### src/rtl/wbs_pkg.sv
package wbs_pkg;
  // verdict of one issue cycle
  typedef struct packed {
    logic grant;
    logic conflict;
  } wbs_verdict_t;
endpackage

### src/rtl/wbs_lat_decode.sv
module wbs_lat_decode #(
  parameter int MAX_LAT = 3,
  parameter int LAT_W   = 2
) (
  input  logic [LAT_W-1:0]   lat,
  output logic               req,
  output logic [MAX_LAT-1:0] target_oh
);
  // bit k of target_oh selects completion slot k+1 cycles ahead
  assign req = (lat != '0);

  for (genvar k = 0; k < MAX_LAT; k++) begin : g_dec
    assign target_oh[k] = (lat == LAT_W'(k + 1));
  end
endmodule

### src/rtl/wbs_slot_table.sv
module wbs_slot_table #(
  parameter int MAX_LAT = 3,
  localparam int DEPTH  = MAX_LAT + 1
) (
  input  logic               clk,
  input  logic               rst,
  input  logic               flush,
  input  logic [MAX_LAT-1:0] set_oh,
  output logic [DEPTH-1:0]   slots
);
  // slots[k]: result path promised k cycles from now
  logic [DEPTH-1:0] slot_q;
  logic [DEPTH-1:0] slot_d;

  for (genvar k = 0; k < DEPTH - 1; k++) begin : g_shift
    // entry k+1 moves to k; a new reservation for k+1 ahead lands at k
    assign slot_d[k] = flush ? 1'b0 : (slot_q[k+1] | set_oh[k]);
  end
  assign slot_d[DEPTH-1] = 1'b0;

  always_ff @(posedge clk) begin
    if (rst) slot_q <= '0;
    else     slot_q <= slot_d;
  end

  assign slots = slot_q;
endmodule

### src/rtl/wbs_issue_check.sv
module wbs_issue_check
  import wbs_pkg::*;
#(
  parameter int MAX_LAT = 3,
  localparam int DEPTH  = MAX_LAT + 1
) (
  input  logic               req,
  input  logic               flush,
  input  logic [MAX_LAT-1:0] target_oh,
  input  logic [DEPTH-1:0]   slots,
  output wbs_verdict_t       verdict
);
  logic taken;

  // slots[0] is the current cycle and is never a target
  assign taken = |(target_oh & slots[DEPTH-1:1]);

  always_comb begin
    verdict.grant    = 1'b0;
    verdict.conflict = 1'b0;
    if (req && !flush) begin
      verdict.grant    = !taken;
      verdict.conflict = taken;
    end
  end
endmodule

### src/rtl/wbs_lane_guard.sv
module wbs_lane_guard
  import wbs_pkg::*;
#(
  parameter int MAX_LAT = 3,
  parameter int LAT_W   = 2,
  localparam int DEPTH  = MAX_LAT + 1
) (
  input  logic             clk,
  input  logic             rst,
  input  logic             flush,
  input  logic [LAT_W-1:0] iss_lat,
  output logic             iss_grant,
  output logic             iss_conflict,
  output logic             wb_valid
);
  logic               req;
  logic [MAX_LAT-1:0] target_oh;
  logic [MAX_LAT-1:0] set_oh;
  logic [DEPTH-1:0]   slots;
  wbs_verdict_t       verdict;

  wbs_lat_decode #(.MAX_LAT(MAX_LAT), .LAT_W(LAT_W)) u_dec (
    .lat       (iss_lat),
    .req       (req),
    .target_oh (target_oh)
  );

  wbs_issue_check #(.MAX_LAT(MAX_LAT)) u_chk (
    .req       (req),
    .flush     (flush),
    .target_oh (target_oh),
    .slots     (slots),
    .verdict   (verdict)
  );

  assign set_oh = target_oh & {MAX_LAT{verdict.grant}};

  wbs_slot_table #(.MAX_LAT(MAX_LAT)) u_tbl (
    .clk    (clk),
    .rst    (rst),
    .flush  (flush),
    .set_oh (set_oh),
    .slots  (slots)
  );

  assign iss_grant    = verdict.grant;
  assign iss_conflict = verdict.conflict;
  assign wb_valid     = slots[0] & ~flush;
endmodule

### config.mk
export PLATFORM = sky130hd
export DESIGN_NAME = wbs_lane_guard
export DESIGN_NICKNAME = d
export VERILOG_FILES = /design/src/rtl/wbs_pkg.sv /design/src/rtl/wbs_lat_decode.sv /design/src/rtl/wbs_slot_table.sv /design/src/rtl/wbs_issue_check.sv /design/src/rtl/wbs_lane_guard.sv
export SDC_FILE = /design/constraint.sdc
export NUM_CORES = 1
export LEC_CHECK = 0
export ABC_AREA = 1
export BUFFER_PORTS_ARGS = -buffer_cell sky130_fd_sc_hd__buf_4
export CORE_AREA = 2 2 39 41
export CTS_CLUSTER_DIAMETER = 60
export DETAILED_ROUTE_END_ITERATION = 16
export DIE_AREA = 0 0 41 43
export PLACE_DENSITY = 0.37
export SLEW_MARGIN = 20
export SYNTH_ARGS = -nofsm -noshare
export SYNTH_HDL_FRONTEND = slang
export SYNTH_SLANG_ARGS = --single-unit
### constraint.sdc
create_clock -name clk -period 0.9 [get_ports clk]
set_input_delay 0.09 -clock clk [delete_from_list [all_inputs] [get_ports clk]]
set_output_delay 0.09 -clock clk [all_outputs]
set_load 0.02 [all_outputs]
* Word level (Yosys, flattened, before mapping)
Index checks and enable logic that the tools add are counted.
** Storage, ports and cells
- Word-level logic and storage cells :: 19
- Flip-flop bits (word level) :: 4
** Cells by class
- Bitwise operators :: 7
- Equal/unequal tests :: 3
- Muxes and demuxes :: 1
- Reductions and logical operators :: 6
** Operators with widths (number)
- 3-bit AND :: 2
- 2-bit == test (second input constant) :: 2
- 1-bit OR :: 3
- 3-bit OR reduction :: 1
- 2-bit by 1-bit == test with 1-bit output (second input constant) :: 1
- 1-bit zero test :: 2
- 2-bit 2-to-1 mux :: 1
- 2-bit nonzero test :: 1
- 2-bit OR reduction :: 1
- 1-bit AND :: 1
- 1-bit logical AND :: 1
- 1-bit inverter :: 1

* Logic depth before layout (Yosys ltp)
- Depth after elaboration :: 7
- Mapped depth :: 6
- Mapped depth without buffers :: 6

* Cells and area by module
Synthesis repeated with hierarchy kept, for this count alone.
** Unflattened totals
- Cells, all modules :: 39
- Area total of the unflattened synthesis :: 212.7 sq um
** By module, submodules not included
- wbs_slot_table :: cells each 14, instances 1, area an instance 107.6 sq um
- wbs_issue_check :: cells each 10, instances 1, area an instance 48.8 sq um
- wbs_lane_guard :: cells each 8, instances 1, area an instance 30.0 sq um
- wbs_lat_decode :: cells each 7, instances 1, area an instance 26.3 sq um

* Worst setup path after synthesis
No wires, ideal clock.
- Kind :: reg2out
- From :: register u_tbl.slot_q[1], in the netlist u_tbl.slots[1]
- To :: output iss_grant
- Setup slack :: 0.074 ns
- Required time :: 0.810 ns
- Cell stages (with the launch flop) :: 4
- Arrival time :: 0.736 ns
- Buffers on the path :: 0
- Path through :: dfxtp_1 nand3_1 o21ai_2 nor2_1
** On the way
- Longest elaborated chain between the ends :: 4
** RTL lines
- from (decl) :: RTL line wbs_slot_table.sv:12 : logic [DEPTH-1:0] slot_q;
- from (signal assigned) :: RTL line wbs_slot_table.sv:23 : else slot_q <= slot_d;
- 3-bit AND :: RTL line wbs_issue_check.sv:16 : assign taken = |(target_oh & slots[DEPTH-1:1]);
- 3-bit OR reduction :: RTL line wbs_issue_check.sv:16
- 1-bit zero test :: RTL line wbs_issue_check.sv:22 : verdict.grant = !taken;
- 2-bit 2-to-1 mux :: RTL line wbs_issue_check.sv:21 : if (req && !flush) begin
- to (decl) :: RTL line wbs_lane_guard.sv:12 : output logic iss_grant,
Every way passes these cells.

* Final worst setup path
- From :: register u_tbl.slot_q[1], in the netlist u_tbl.slots[1]
- To :: output iss_conflict
** On the way
- Longest elaborated chain between the ends :: 3
** RTL lines
- 3-bit AND :: RTL line wbs_issue_check.sv:16
- 3-bit OR reduction :: RTL line wbs_issue_check.sv:16
- 2-bit 2-to-1 mux :: RTL line wbs_issue_check.sv:21
- to (decl) :: RTL line wbs_lane_guard.sv:13 : output logic iss_conflict,
Every way passes these cells.

==> metrics.md <==
| Metric | Value |
|---|---|
| Status | `finished with violations` |
| Failing checks | `setup timing` |
| Sink Count | `3` |
| Avg WL per Cell | `roughly 7.1 um` |
| Max FO, Critical Path | `2` |
| Netlist cell types | `12` |
| Slowest cell on crit path | `dfxtp_2` |
| Post-route core utilization | `roughly a fifth` |
| ANT nets after route | `0` |
| Synth Cell Area | `between 150 and 200 sq um` |
| Commonest non-fill, non-tap cell in the layout | `buf_4` |
| H-tree depth | `1` |
| Sum of negative setup slack | `-264.2 ps` |
| Vias in the first global route | `around 160` |
| Worst Setup Start Kind | `flip-flop` |
| Synth top area share | `around 36%` |
| Vias/cell | `roughly 3.4` |
| Clock Tree Root | `clkbuf_4` |
| Clock transition at the registers of the reported paths | `40 ps` |
| Clock power frac | `54.3%` |
| Leakage power | `between 0.1 and 0.15 nW` |
| Synth Area per Inst | `6.606 sq um` |
| Initial Util | `between 10% and 20%` |
| Max reg flops | `3` |
| Clk buf depth | `2` |
| GRT Total Usage | `under 10%` |
| CP Data Arrival Time | `around 980 ps` |
| Layout area overhead | `66.67%` |
| Final layout net count | `42` |
| Biggest area consumer among synthesized cells | `dfxtp_1` |
| CP delay by family, top | `flip-flops` |
| GRT overflow | `0` |
| Initial DRC Count | `0` |
| Die X | `between 40 and 50 um` |
| CTS tree | `yes` |
| Port-buffer cells | `7` |
| Combinational power share | `between 10% and 20%` |
| CP Class | `reg2out` |
| Final Setup Violations | `2` |
| Min Tclk post-route | `approximately 1100 ps` |
| Slew Limit Fails | `0` |
| Sw Share | `a little under a quarter` |
| Max Clk Rate | `around 940 MHz` |
| Postcts setup bufs | `0` |
| Most frequent cells in the layout | `6 x buf_4, 5 x nor2_1, 5 x inv_1` |
| Worst-Skew Late Latency | `approximately 230 ps` |
| Sequential area share after synthesis | `a little over a third` |
| Synth area leaders | `dfxtp_1 36%, inv_1 14%, nor2_1 11%` |
| First-pass GRT wire length | `about 520 um` |
| Syn_nets | `30` |
| PD cells | `between 1500 and 2000 nW/um^2` |
| Setup ws final | `-165.2 ps` |
| Routed WL | `between 300 and 400 um` |
| Count of final hold-check violations | `0` |
| Internal Power | `0.3307 mW` |
| Sw power | `roughly 0.10 mW` |
| Number of synthesized register bits | `3` |
| Layout cell share with drive strength beyond 1 | `between 50 and 60%` |
| VDD IR-drop max | `around 450 uV` |
| CP endpoint kind | `output pin` |
| Worst-case clock skew | `roughly 6.3 ps` |
| Area of the die | `approximately 1800 sq um` |
| Initial antenna violation count | `0` |
| Number of cell rows | `14` |
| CP max stage delay | `roughly 320 ps` |
| IO Count | `8` |
| # Max-Cap Violations | `0` |
| Hold_buf cts | `0` |
| Seq pwr share | `between 30% and 40%` |
| WP data required | `a little over 800 ps` |
| Crit path buf inv count | `2` |
| Final period util | `118.4%` |
| Synth warnings | `0` |
| Routability Congestion | `roughly 0.57` |
| Die Ht | `~43 um` |
| Pin count of the biggest net entering global routing | `6` |
| CP cell instances | `nand3_2, o21ai_2, inv_1, nor2_2, buf_6` |
| DR pass1 iterations | `1` |
| Slew HR | `a little over 90%` |
| Post-Synthesis Cells | `25` |
| RSZ-0062 raised after global routing | `yes` |
| CTS Buf Count | `3` |
| Number of remaining DRC errors | `0` |
| Core area | `1384 sq um` |
| Vias | `approximately 180` |
| Post-DP HPWL | `between 200 and 300 um` |
| HP Class | `in2reg` |
| N_diodes | `0` |
| Actual slew at the worst max-slew pin | `around 140 ps` |
| Fillers | `around 160` |
## synth_stat cells
cell type and count:
dfxtp_1 3, nand3_1 1, a31oi_1 1, or2_2 1, nor2_1 5, nor2_2 3
inv_1 6, o21ai_2 1, nand4_1 1, a21oi_1 1, nand2_1 1, inv_2 1
## routing by layer
layer	global-route usage, %	wire, um	share of wire [%]	vias up
li1	-	-	-	97
met1	4.487	165	45	74
met2	5.938	164	45	5
met3	3.141	30	8.2	2
met4	10.00	8	2.2	0
met5	0	0	0	-
## what timing repair did
item	4_1_cts	5_1_grt
gates cloned	0	0
resized for setup	3	2
setup endpoints to repair	2	3
pin swaps	1	0
## cell type report
class                      instances  area [sq um]  share of cell area [%]
multi-input combinational         15         83.83                   30.45
inverter                           7         26.28                   9.545
sequential                         3         62.56                   22.73
tap                               16         20.02                   7.273
clock buffer                       4         26.28                   9.545
timing repair buffer               7         56.30                   20.45
## worst paths after layout
path | from | endpoint | slack (ps) | cells after the start
hold / removal | rst | u_tbl.slots[1]$_SDFF_PP0_ | 120 | 3
setup reg to reg | u_tbl.slots[1]$_SDFF_PP0_ | u_tbl.slots[1]$_SDFF_PP0_ | 230 | 3
setup / recovery | u_tbl.slots[1]$_SDFF_PP0_ | iss_conflict | -170 | 5
hold reg to reg | u_tbl.slots[2]$_SDFF_PP0_ | u_tbl.slots[1]$_SDFF_PP0_ | 450 | 2
## power by group through the flow
stage / Combinational, mW / Sequential [mW] / Clock (mW)
finish: 0.0591 / 0.139 / 0.235
global placement: 0.0582 / 0.140 / 0
CTS: 0.0601 / 0.138 / 0.251
global route: 0.0659 / 0.139 / 0.268
floorplan: 0.0296 / 0.140 / 0
detailed placement: 0.0588 / 0.140 / 0
## cells by family (layout without fill, tap and decap cells)
family                 Yosys count  after routing  share of synthesized area (%)
flip-flops                       3              3                          36.37
buffers and inverters            7             18                          15.91
AO/OA/AOI/OAI                    3              3                          12.12
AND/OR/NAND/NOR                 12             12                          35.61
## worst register-to-register path: cells and delay by family (launching register included)
family / cells / cell delay [ps]
AO/OA/AOI/OAI: 1 / 60
flip-flops: 1 / 320
AND/OR/NAND/NOR: 2 / 170
## through the flow
step | area, sq um | cells | total power, mW | hold WS [ps] | setup WS (ps)
global placement | 237.7 | 48 | 0.1981 | 376.1 | 40.84
global route | 275.3 | 52 | 0.4720 | 123.8 | -236.1
finish | 275.3 | 52 | 0.4331 | 122.0 | -165.2
detailed placement | 237.7 | 48 | 0.1987 | 369.7 | 27.44
floorplan | 165.2 | 25 | 0.1693 | 208.9 | 73.91
CTS | 274.0 | 52 | 0.4491 | 115.1 | -187.0
No activity file was read; power rests on OpenSTA's default activity.
